==> config.mk <==
export PLATFORM = sky130hd
export DESIGN_NAME = slice_dest_sel
export DESIGN_NICKNAME = d
export VERILOG_FILES = /design/src/rtl/slice_pkg.sv /design/src/rtl/slice_addr_table.sv /design/src/rtl/slice_cfg_regs.sv /design/src/rtl/slice_sched.sv /design/src/rtl/slice_dest_sel.sv
export SDC_FILE = /design/constraint.sdc
export NUM_CORES = 2
export LEC_CHECK = 0
export BUFFER_PORTS_ARGS = -buffer_cell sky130_fd_sc_hd__buf_2
export CAP_MARGIN = 40
export CORE_MARGIN = 2
export CORE_UTILIZATION = 50
export CTS_BUF_LIST = sky130_fd_sc_hd__clkbuf_8
export CTS_CLUSTER_SIZE = 14
export DETAILED_ROUTE_END_ITERATION = 16
export GPL_TIMING_DRIVEN = 0
export PLACE_DENSITY_LB_ADDON = 0.15
export SKIP_CTS_REPAIR_TIMING = 1
export SLEW_MARGIN = 20
export SYNTH_ARGS = -nofsm -noshare
export SYNTH_HDL_FRONTEND = slang
export SYNTH_HIERARCHICAL = 1
export SYNTH_SLANG_ARGS = --single-unit
==> constraint.sdc <==
create_clock -name clk -period 4.4 [get_ports clk]
set_input_delay 0.22 -clock clk [delete_from_list [all_inputs] [get_ports clk]]
set_output_delay 0.22 -clock clk [all_outputs]
set_load 0.005 [all_outputs]
==> src/rtl/slice_pkg.sv <==
package slice_pkg;

    // Targets of a configuration write
    typedef enum logic [1:0] {
        CFG_ENTRY  = 2'd0,
        CFG_COUNT  = 2'd1,
        CFG_START  = 2'd2,
        CFG_LENGTH = 2'd3
    } cfg_kind_e;

endpackage

==> src/rtl/slice_addr_table.sv <==
module slice_addr_table #(
    parameter int DEPTH  = 16,
    parameter int ADDR_W = 32,
    localparam int IDX_W = $clog2(DEPTH)
) (
    input  logic              clk,
    input  logic              rst_n,
    input  logic              wr_en_i,
    input  logic [IDX_W-1:0]  wr_idx_i,
    input  logic [ADDR_W-1:0] wr_addr_i,
    input  logic [IDX_W-1:0]  rd_idx_i,
    output logic [ADDR_W-1:0] rd_addr_o
);

    logic [ADDR_W-1:0] mem_d [DEPTH];
    logic [ADDR_W-1:0] mem_q [DEPTH];

    always_comb begin
        mem_d = mem_q;
        if (wr_en_i) begin
            mem_d[wr_idx_i] = wr_addr_i;
        end
    end

    always_ff @(posedge clk) begin
        if (!rst_n) begin
            mem_q <= '{default: '0};
        end else begin
            mem_q <= mem_d;
        end
    end

    assign rd_addr_o = mem_q[rd_idx_i];

endmodule

==> src/rtl/slice_cfg_regs.sv <==
module slice_cfg_regs
    import slice_pkg::*;
#(
    parameter int MAX_SLICES = 16,
    parameter int TIME_W     = 40,
    parameter int LEN_W      = 24,
    localparam int CNT_W     = $clog2(MAX_SLICES + 1)
) (
    input  logic              clk,
    input  logic              rst_n,
    input  logic              lock_i,
    input  logic              wr_en_i,
    input  logic [1:0]        kind_i,
    input  logic [TIME_W-1:0] data_i,
    output logic              tbl_we_o,
    output logic [CNT_W-1:0]  cnt_o,
    output logic [TIME_W-1:0] start_o,
    output logic [LEN_W-1:0]  len_o
);

    typedef struct packed {
        logic [CNT_W-1:0]  cnt;
        logic [TIME_W-1:0] start;
        logic [LEN_W-1:0]  len;
    } cfg_t;

    cfg_t      cfg_d, cfg_q;
    cfg_kind_e kind;
    logic      accept;

    assign kind   = cfg_kind_e'(kind_i);
    assign accept = wr_en_i && !lock_i;

    always_comb begin
        cfg_d    = cfg_q;
        tbl_we_o = 1'b0;
        if (accept) begin
            unique case (kind)
                CFG_ENTRY:  tbl_we_o = 1'b1;
                CFG_COUNT:  begin
                    if (data_i <= TIME_W'(MAX_SLICES)) begin
                        cfg_d.cnt = data_i[CNT_W-1:0];
                    end
                end
                CFG_START:  cfg_d.start = data_i;
                CFG_LENGTH: cfg_d.len   = data_i[LEN_W-1:0];
                default:    ;
            endcase
        end
    end

    always_ff @(posedge clk) begin
        if (!rst_n) begin
            cfg_q <= '0;
        end else begin
            cfg_q <= cfg_d;
        end
    end

    assign cnt_o   = cfg_q.cnt;
    assign start_o = cfg_q.start;
    assign len_o   = cfg_q.len;


    locked_cfg_chk: assert property (@(posedge clk) disable iff (!rst_n)
        lock_i |=> $stable(cnt_o) && $stable(start_o) && $stable(len_o));


    cnt_range_chk: assert property (@(posedge clk) disable iff (!rst_n)
        cnt_o <= CNT_W'(MAX_SLICES));

endmodule

==> src/rtl/slice_sched.sv <==
module slice_sched #(
    parameter int MAX_SLICES = 16,
    parameter int TIME_W     = 40,
    parameter int LEN_W      = 24,
    localparam int IDX_W     = $clog2(MAX_SLICES),
    localparam int CNT_W     = $clog2(MAX_SLICES + 1),
    localparam int PH_W      = LEN_W + 1
) (
    input  logic              clk,
    input  logic              rst_n,
    input  logic [TIME_W-1:0] abs_time_i,
    input  logic [TIME_W-1:0] start_i,
    input  logic [LEN_W-1:0]  len_i,
    input  logic [CNT_W-1:0]  cnt_i,
    input  logic              stop_i,
    output logic              active_o,
    output logic [IDX_W-1:0]  idx_o,
    output logic              strobe_o,
    output logic              load_o,
    output logic [IDX_W-1:0]  next_idx_o
);

    typedef struct packed {
        logic [TIME_W-1:0] prev_time;
        logic [LEN_W-1:0]  phase;
        logic [IDX_W-1:0]  idx;
        logic              active;
        logic              strobe;
    } sched_t;

    sched_t sch_d, sch_q;
    logic   tick;
    logic   armed;
    logic   len_done;
    logic   last_slice;

    assign tick       = (abs_time_i != sch_q.prev_time);
    assign armed      = (abs_time_i == start_i) && (cnt_i != '0) && (len_i != '0);
    assign len_done   = (PH_W'(sch_q.phase) + PH_W'(1)) == PH_W'(len_i);
    assign last_slice = (CNT_W'(sch_q.idx) + CNT_W'(1)) >= cnt_i;

    always_comb begin
        sch_d           = sch_q;
        sch_d.prev_time = abs_time_i;
        sch_d.strobe    = 1'b0;
        if (stop_i) begin
            sch_d.active = 1'b0;
            sch_d.idx    = '0;
            sch_d.phase  = '0;
        end else if (!sch_q.active) begin
            if (tick && armed) begin
                sch_d.active = 1'b1;
                sch_d.idx    = '0;
                sch_d.phase  = '0;
                sch_d.strobe = 1'b1;
            end
        end else if (tick) begin
            if (len_done) begin
                sch_d.phase  = '0;
                sch_d.idx    = last_slice ? '0 : sch_q.idx + IDX_W'(1);
                sch_d.strobe = 1'b1;
            end else begin
                sch_d.phase = sch_q.phase + LEN_W'(1);
            end
        end
    end

    always_ff @(posedge clk) begin
        if (!rst_n) begin
            sch_q <= '0;
        end else begin
            sch_q <= sch_d;
        end
    end

    assign active_o   = sch_q.active;
    assign idx_o      = sch_q.idx;
    assign strobe_o   = sch_q.strobe;
    assign load_o     = sch_d.strobe;
    assign next_idx_o = sch_d.idx;


    stop_idle_chk: assert property (@(posedge clk) disable iff (!rst_n)
        stop_i |=> !active_o && !strobe_o);


    idx_bound_chk: assert property (@(posedge clk) disable iff (!rst_n)
        active_o |-> CNT_W'(idx_o) < cnt_i);


    empty_cfg_chk: assert property (@(posedge clk) disable iff (!rst_n)
        (cnt_i == '0 || len_i == '0) && !active_o |=> !active_o);

endmodule

==> src/rtl/slice_dest_sel.sv <==
module slice_dest_sel
    import slice_pkg::*;
#(
    parameter int MAX_SLICES = 16,
    parameter int TIME_W     = 40,
    parameter int ADDR_W     = 32,
    parameter int LEN_W      = 24,
    localparam int IDX_W     = $clog2(MAX_SLICES),
    localparam int CNT_W     = $clog2(MAX_SLICES + 1)
) (
    input  logic              clk,
    input  logic              rst_n,
    input  logic [TIME_W-1:0] abs_time_i,
    input  logic              cfg_we_i,
    input  logic [1:0]        cfg_kind_i,
    input  logic [IDX_W-1:0]  cfg_idx_i,
    input  logic [TIME_W-1:0] cfg_data_i,
    input  logic              stop_i,
    output logic [IDX_W-1:0]  slice_idx_o,
    output logic [ADDR_W-1:0] dest_addr_o,
    output logic              boundary_o,
    output logic              active_o
);

    typedef struct packed {
        logic [ADDR_W-1:0] addr;
    } out_t;

    logic              tbl_we;
    logic [CNT_W-1:0]  cnt;
    logic [TIME_W-1:0] start_time;
    logic [LEN_W-1:0]  slice_len;
    logic              load;
    logic [IDX_W-1:0]  next_idx;
    logic [ADDR_W-1:0] tbl_addr;
    out_t              out_d, out_q;

    slice_cfg_regs #(
        .MAX_SLICES (MAX_SLICES),
        .TIME_W     (TIME_W),
        .LEN_W      (LEN_W)
    ) u_cfg (
        .clk      (clk),
        .rst_n    (rst_n),
        .lock_i   (active_o),
        .wr_en_i  (cfg_we_i),
        .kind_i   (cfg_kind_i),
        .data_i   (cfg_data_i),
        .tbl_we_o (tbl_we),
        .cnt_o    (cnt),
        .start_o  (start_time),
        .len_o    (slice_len)
    );

    slice_addr_table #(
        .DEPTH  (MAX_SLICES),
        .ADDR_W (ADDR_W)
    ) u_table (
        .clk       (clk),
        .rst_n     (rst_n),
        .wr_en_i   (tbl_we),
        .wr_idx_i  (cfg_idx_i),
        .wr_addr_i (cfg_data_i[ADDR_W-1:0]),
        .rd_idx_i  (next_idx),
        .rd_addr_o (tbl_addr)
    );

    slice_sched #(
        .MAX_SLICES (MAX_SLICES),
        .TIME_W     (TIME_W),
        .LEN_W      (LEN_W)
    ) u_sched (
        .clk        (clk),
        .rst_n      (rst_n),
        .abs_time_i (abs_time_i),
        .start_i    (start_time),
        .len_i      (slice_len),
        .cnt_i      (cnt),
        .stop_i     (stop_i),
        .active_o   (active_o),
        .idx_o      (slice_idx_o),
        .strobe_o   (boundary_o),
        .load_o     (load),
        .next_idx_o (next_idx)
    );

    always_comb begin
        out_d = out_q;
        if (load) begin
            out_d.addr = tbl_addr;
        end else if (stop_i) begin
            out_d.addr = '0;
        end
    end

    always_ff @(posedge clk) begin
        if (!rst_n) begin
            out_q <= '0;
        end else begin
            out_q <= out_d;
        end
    end

    assign dest_addr_o = out_q.addr;


    addr_hold_chk: assert property (@(posedge clk) disable iff (!rst_n)
        active_o && !boundary_o |-> $stable(dest_addr_o));


    idle_zero_chk: assert property (@(posedge clk) disable iff (!rst_n)
        !active_o |-> slice_idx_o == '0 && dest_addr_o == '0 && !boundary_o);


    first_slice_chk: assert property (@(posedge clk) disable iff (!rst_n)
        $rose(active_o) |-> boundary_o && slice_idx_o == '0);


    strobe_active_chk: assert property (@(posedge clk) disable iff (!rst_n)
        boundary_o |-> active_o);

endmodule

Yosys cells after proc, flatten, opt, wreduce, memory -nomap -nowiden
Cells that the tools add are included.
{ "totals": {"in_bits": 90, "latchBits": 0, "out_inout_bits": 38, "memories": 0, "ramBits": 0, "romBits": 0, "elab_cells": 82, "reg_bits": 683} }
{ "op_classes": {"n_eq_ne": 7, "shift": 0, "multipliers": 0, "magnitude_cmp": 5, "addsub": 4, "mux": 22, "reduce_logical": 16, "n_bitwise": 3, "div": 0} }
{ "ops": {"columns": ["operator", "count"], "rows": [
  ["$bwmux 512", 1],
  ["$mux 32", 5],
  ["$bmux 32 s4", 1],
  ["$demux 32 s4", 1],
  ["$mux 28", 2],
  ["$eq 40x40->1", 1],
  ["$le 40x5->1 const B", 1],
  ["$ne 40x40->1", 1],
  ["$mux 30", 1],
  ["$add 24x1->25 const B", 1],
  ["$eq 25x24->1", 1],
  ["$add 24x1->24 const B", 1],
  ["$mux 24", 1],
  ["$reduce_bool 24->1", 1],
  ["$ge 5x5->1 const B", 2],
  ["$not 4->5", 2],
  ["$mux 4", 2],
  ["$mux 1", 7],
  ["$reduce_and 2->1", 3],
  ["$add 4x1->5 const B", 1],
  ["$ge 5x5->1", 1],
  ["$logic_and 1x1->1", 5],
  ["$lt 5x1->1 const B", 1],
  ["$mux 5", 1],
  ["11 further kinds", 13]
]} }

Longest topological paths before layout
{ "logic_depth": {"word_depth": 12, "ltp_mapped": 17, "depth_no_buf": 14} }

Cells and area by module
Netlist, hierarchy kept.
{ "by_module_without_submodules": {"columns": ["module", "area_each_um2", "cells_per_inst", "seq_area_each_um2", "instances"], "rows": [
  ["slice_addr_table", 24597.3, 2688, 10249.8, 1],
  ["slice_sched", 4478.0, 513, 1401.3, 1],
  ["slice_cfg_regs", 2673.8, 319, 1381.3, 1],
  ["slice_dest_sel", 1619.1, 143, 640.6, 1]
]} }

Least setup slack after synthesis
No wires, ideal clock.
{ "synth_timing": {"path_kind": "register -> register", "from": "register u_sched/sch_q[6] (netlist name)", "to": "register out_q, in the netlist dest_addr_o[29]", "t_required_ps": 4278, "setup_time_ps": 122, "path_buffers": 3, "t_arrival_ps": 4009, "slack_ps": 269, "path_stages_with_launch": 18, "synth_period_minus_slack_ps": 4131, "path_cell_list": "dfxtp_1 ha_1 nand3_1 or3_1 a211oi_1 nand4_1 nor4b_4 nand4_4 or4_1 o31ai_1 buf_4 buf_2 buf_2 mux4_2 a22oi_1 nand2_1 nand3_1 o21ai_0"} }
{ "synth_via": {"elab_chain_cells": 11, "word_cells_on_any_way": 16, "cone_classes": "add/sub: 1; eq/ne: 1; mux: 12; bitwise: 1; reduce/logical: 1"} }
{ "synth_lines": {"columns": ["element", "line", "source"], "rows": [
  ["from (decl)", "slice_sched.sv:31", "sched_t sch_d, sch_q;"],
  ["from (signal assigned)", "slice_sched.sv:72", "sch_q <= sch_d;"],
  ["$add 24x1->25", "slice_sched.sv:39", "assign len_done = (PH_W'(sch_q.phase) + PH_W'(1)) == PH_W'(len_i);"],
  ["$eq 25x24->1", "slice_sched.sv:39", null],
  ["$mux 4", "slice_sched.sv:58", "if (len_done) begin"],
  ["$mux 28", "slice_sched.sv:57", "end else if (tick) begin"],
  ["$mux 28", "slice_sched.sv:50", "end else if (!sch_q.active) begin"],
  ["$mux 5", "slice_sched.sv:46", "if (stop_i) begin"],
  ["named net next_idx[1]", "slice_dest_sel.sv:34", "logic [IDX_W-1:0] next_idx;"],
  ["$not 4->5 (implied by the code)", "slice_addr_table.sv:33", "assign rd_addr_o = mem_q[rd_idx_i];"],
  ["$bmux 32 s4", "slice_addr_table.sv:33", null],
  ["$mux 32 (implied by the code) (2 in series)", "slice_addr_table.sv:33", null],
  ["named net tbl_addr[29]", "slice_dest_sel.sv:35", "logic [ADDR_W-1:0] tbl_addr;"],
  ["$mux 32", "slice_dest_sel.sv:89", "if (load) begin"],
  ["to (signal assigned)", "slice_dest_sel.sv:100", "out_q <= out_d;"],
  ["to (decl)", "slice_dest_sel.sv:36", "out_t out_d, out_q;"]
]} }
The timed path passes the listed nets, and every way through them passes these cells. The select of a mux whose other input is x is not followed.
A chain may end at the register's enable or synchronous reset.

Final worst setup path
{ "layout_timing": {"from": "register u_sched/sch_q[9] (netlist name)", "to": "register out_q, in the netlist dest_addr_o[15]"} }
Same word-level chain as after synthesis.

==> summary.txt <==
final count of pins violating max slew: 0
initial detailed-routing violation count: 4374
total of endpoints with negative setup slack in the final report: 24
hold-critical path depth: 3
CTS tree: done
CP max-delay cell: or4_4
worst slew pin tran: 0.967 ns
number of antenna violations at the first check in global routing: 7
number of vias in the routed layout: 31900
Worst-path clk slew: 0.06 ns
Max Fclk: 0.222 GHz
die span in x: 262 um
# rows: 94
# fillers: 5763
starting density of the core: 50.7%
combinational cell fraction of total power: 7.8%
sequential element share of the synthesized area: 41.0%
Worst Hold Margin: -0.000266 ns
startpoint kind of the worst setup timing path: flop
sum of net half-perimeters after detailed placement: 93400 um
total leakage power: 0.0135 uW
Vias/cell: 6.38
Routability Congestion: 0.972
maximum capacitance violations: 0
share of final-layout standard cells stronger than drive strength 1: 19.7%
first-pass GRT wire length: 190000 um
cell count after synthesis: 3663
area leader, netlist: dfxtp_1
clock network fraction of total power: 45.8%
launch point of the worst hold path: stop_i
Most Frequent Cell on Critical Path: buf_6
most used flip-flop cell after synthesis: dfxtp_1
Synth area leaders: dfxtp_1, a21boi_0, mux4_2, nand3_1, o21ai_0
count of pins on the block boundary: 128
reg-to-reg critical path startpoint: u_sched/sch_q[9]
unrepaired setup endpoints after global routing: true
ordered cell list for the critical path: buf_6 -> nand4_1 -> buf_6 -> nor4_4 -> mux2i_1 -> nand4_1 -> nor4b_4 -> nand4_4 -> or4_4 -> o31ai_4 -> buf_6 -> buf_12 -> buf_12 -> mux4_2 -> a22oi_2 -> nand2_2 -> nand3_2 -> o21ai_2
switching power: 3530 uW
# port buffers: 126
Detail Route Antenna Nets: 0
worst skew pair latency: 0.75 ns
placement-stage worst setup slack: -1.42 ns
flip-flop and latch area: 13700 sq um
asr flop ratio synth: 0%
wire length after detailed routing: 132000 um
Final Non-Filler Cells: 4998
clk sinks: 683
Worst setup EP type: flop
number of distinct library cells after synthesis: 70
Root Buffer Master: clkbuf_8
worst setup skew after layout: 0.0391 ns
number of buffers created by CTS: 117
VDD IR-drop max: 0.224 mV
sequential share of power: 46.4%
Max Root-Sink Buffers: 3
count of H-tree levels built during CTS: 3
end point of the most critical hold path: u_sched/idx_o[2]
commonest cells in the synthesized netlist: dfxtp_1, nand3_1, o21ai_0, a21boi_0, clkbuf_1
detail-routed net length per standard cell: 26.4 um
Final Hold Viols: 1
Die ar.: 68800 sq um
footprint of the multi-input gates: 18100 sq um
power density over cell area: 342 nW/um^2
flops & latches, synth: 683
Placed Cells incl. Taps: 4658
residual overflow from global routing: 0
cell with the most instances after synthesis: dfxtp_1
Power Internal: 10000 uW
pin count of the biggest net entering global routing: 17
R2R cell count: 18
normalized max-slew margin: 35.5%
average size of a mapped cell: 9.11 sq um
NumNets Final: 4131
total of warnings raised by yosys: 6
Largest stage delay, worst path: 0.59 ns
slack of the worst reg-to-reg path: -0.10 ns
final setup slack of the worst path: -0.102 ns
failing checks: negative hold slack, negative setup slack
CP required: 5.05 ns
area growth from synthesis to final layout: 18.8%
worst setup path class: flop to flop
Syn Nets: 3760
Post-synth EDFFs: 0
via count of the first global-routing pass: 29300
share of the cycle needed by the critical path after routing: 102%
DRT Pass-1 Iters: 8
signal arrival time at the worst endpoint: 5.15 ns
critical register-to-register path endpoint: dest_addr_o[15]
detailed-route DRC error count: 0
minimum period implied by the final worst setup slack: 4.50 ns
Worst Path Max Fanout: 8
switching portion of total power: 26.0%
result of the run: complete, but fails checks
netlist area before placement: 33400 sq um
path category of the worst min-delay check: input pin to flop
core footprint: 65900 sq um
DIE HEIGHT: 262 um
share of Yosys cell area claimed by the top area cell type: 41.0%
GR Util All Layers: 36.2%
metal layers:
layer	track usage, %	part of all wire, %
met2	53.4	43
met1	47.3	39
met5	3.26	0.12
met4	18.2	5.5
met3	11.4	12
final cells by class:
cell class,count,area share (%)
diodes,4,0.0252
multi-input cells,2521,45.6
inverters,16,0.151
clock inverters,52,0.811
flip-flops and latches,683,34.5
clock buffers,163,5.66
plain buffers,441,5.81
well taps,864,2.73
repair buffers,254,4.74
logic make-up (layout without fill, tap and decap cells):
family	Yosys count	count (layout)	share of synthesized area (%)
compound gates	1235	1235	23.9
buf+inv	459	926	6.40
simple gates	1010	1010	16.0
flops	683	683	41.0
mux	139	139	8.98
other cells	0	4	0
fa+ha+maj	7	7	0.262
xor+xnor	130	130	3.41
state kept, by name (all words and copies together), names as in the netlist, 4 cells and up:
signal / flops
u_cfg/len_o: 24
u_cfg/start_o: 40
dest_addr_o: 32
u_table/mem_q: 512
u_sched/sch_q: 64
u_cfg/cnt_o: 5
u_sched/idx_o: 4
through the flow:
| step | utilization [%] | hold slack, ns | instance area, sq um | TNS [ns] | total power, uW |
|---|---|---|---|---|---|
| after floorplan | - | 0.342 | 33400 | 0 | 6920 |
| after global placement | 53.3 | 0.444 | 35100 | -41.05 | 7350 |
| after detailed placement | 53.3 | 0.457 | 35100 | -40.10 | 7350 |
| after CTS | 57.2 | -0.334 | 37700 | -39.94 | 13500 |
| after global routing | 60.2 | 0.0333 | 39600 | -4.11 | 13900 |
| final | 60.2 | -0.000266 | 39700 | -1.10 | 13500 |
cell usage in the layout, fill, tap and decap left out, types with 10 or more instances in the layout:
master,count
a21oi_1,13
nand2b_1,40
a21boi_1,144
clkinv_2,10
inv_1,50
mux4_2,128
a22oi_1,21
clkbuf_8,163
nand2_1,165
nand2_4,10
nand3_1,528
o21ai_2,30
clkbuf_1,263
buf_12,10
o21ai_0,524
nand2_2,18
nand3_2,29
dlygate4sd3_1,81
a21boi_0,432
xnor2_1,27
and3_1,10
and2_1,46
buf_1,23
buf_4,72
nor2_1,43
dfxtp_1,674
nand4_1,18
clkbuf_2,12
a22oi_2,45
nand3b_1,11
nor4_1,36
buf_2,191
xor2_1,102
buf_6,31
how the worst max path moves through the flow:
stage / startpoint / to / depth (start not counted)
after detailed placement: abs_time_i[20] / dest_addr_o[17] / 18
final: u_sched/sch_q[9] / dest_addr_o[15] / 18
after global routing: u_sched/sch_q[9] / dest_addr_o[30] / 17
after CTS: u_sched/sch_q[6] / dest_addr_o[16] / 17
after floorplan: u_sched/sch_q[6] / dest_addr_o[29] / 17
after global placement: abs_time_i[20] / dest_addr_o[17] / 18
critical path: cells and delay by family (launching register included):
kind | cells | cell delay (ns)
buffers and inverters | 5 | 0.80
DFF | 1 | 0.32
muxes | 2 | 0.64
AOI/OAI and AO/OA | 3 | 0.60
and+or+nand+nor | 8 | 2.00
power groups by stage:
stage	clock network [uW]	registers, uW	logic, uW
floorplan	0	6400	520
global placement	0	6410	931
detailed placement	0	6420	932
CTS	6260	6280	935
global route	6530	6280	1090
finish	6210	6280	1050
Power figures use the tool's default switching activity.
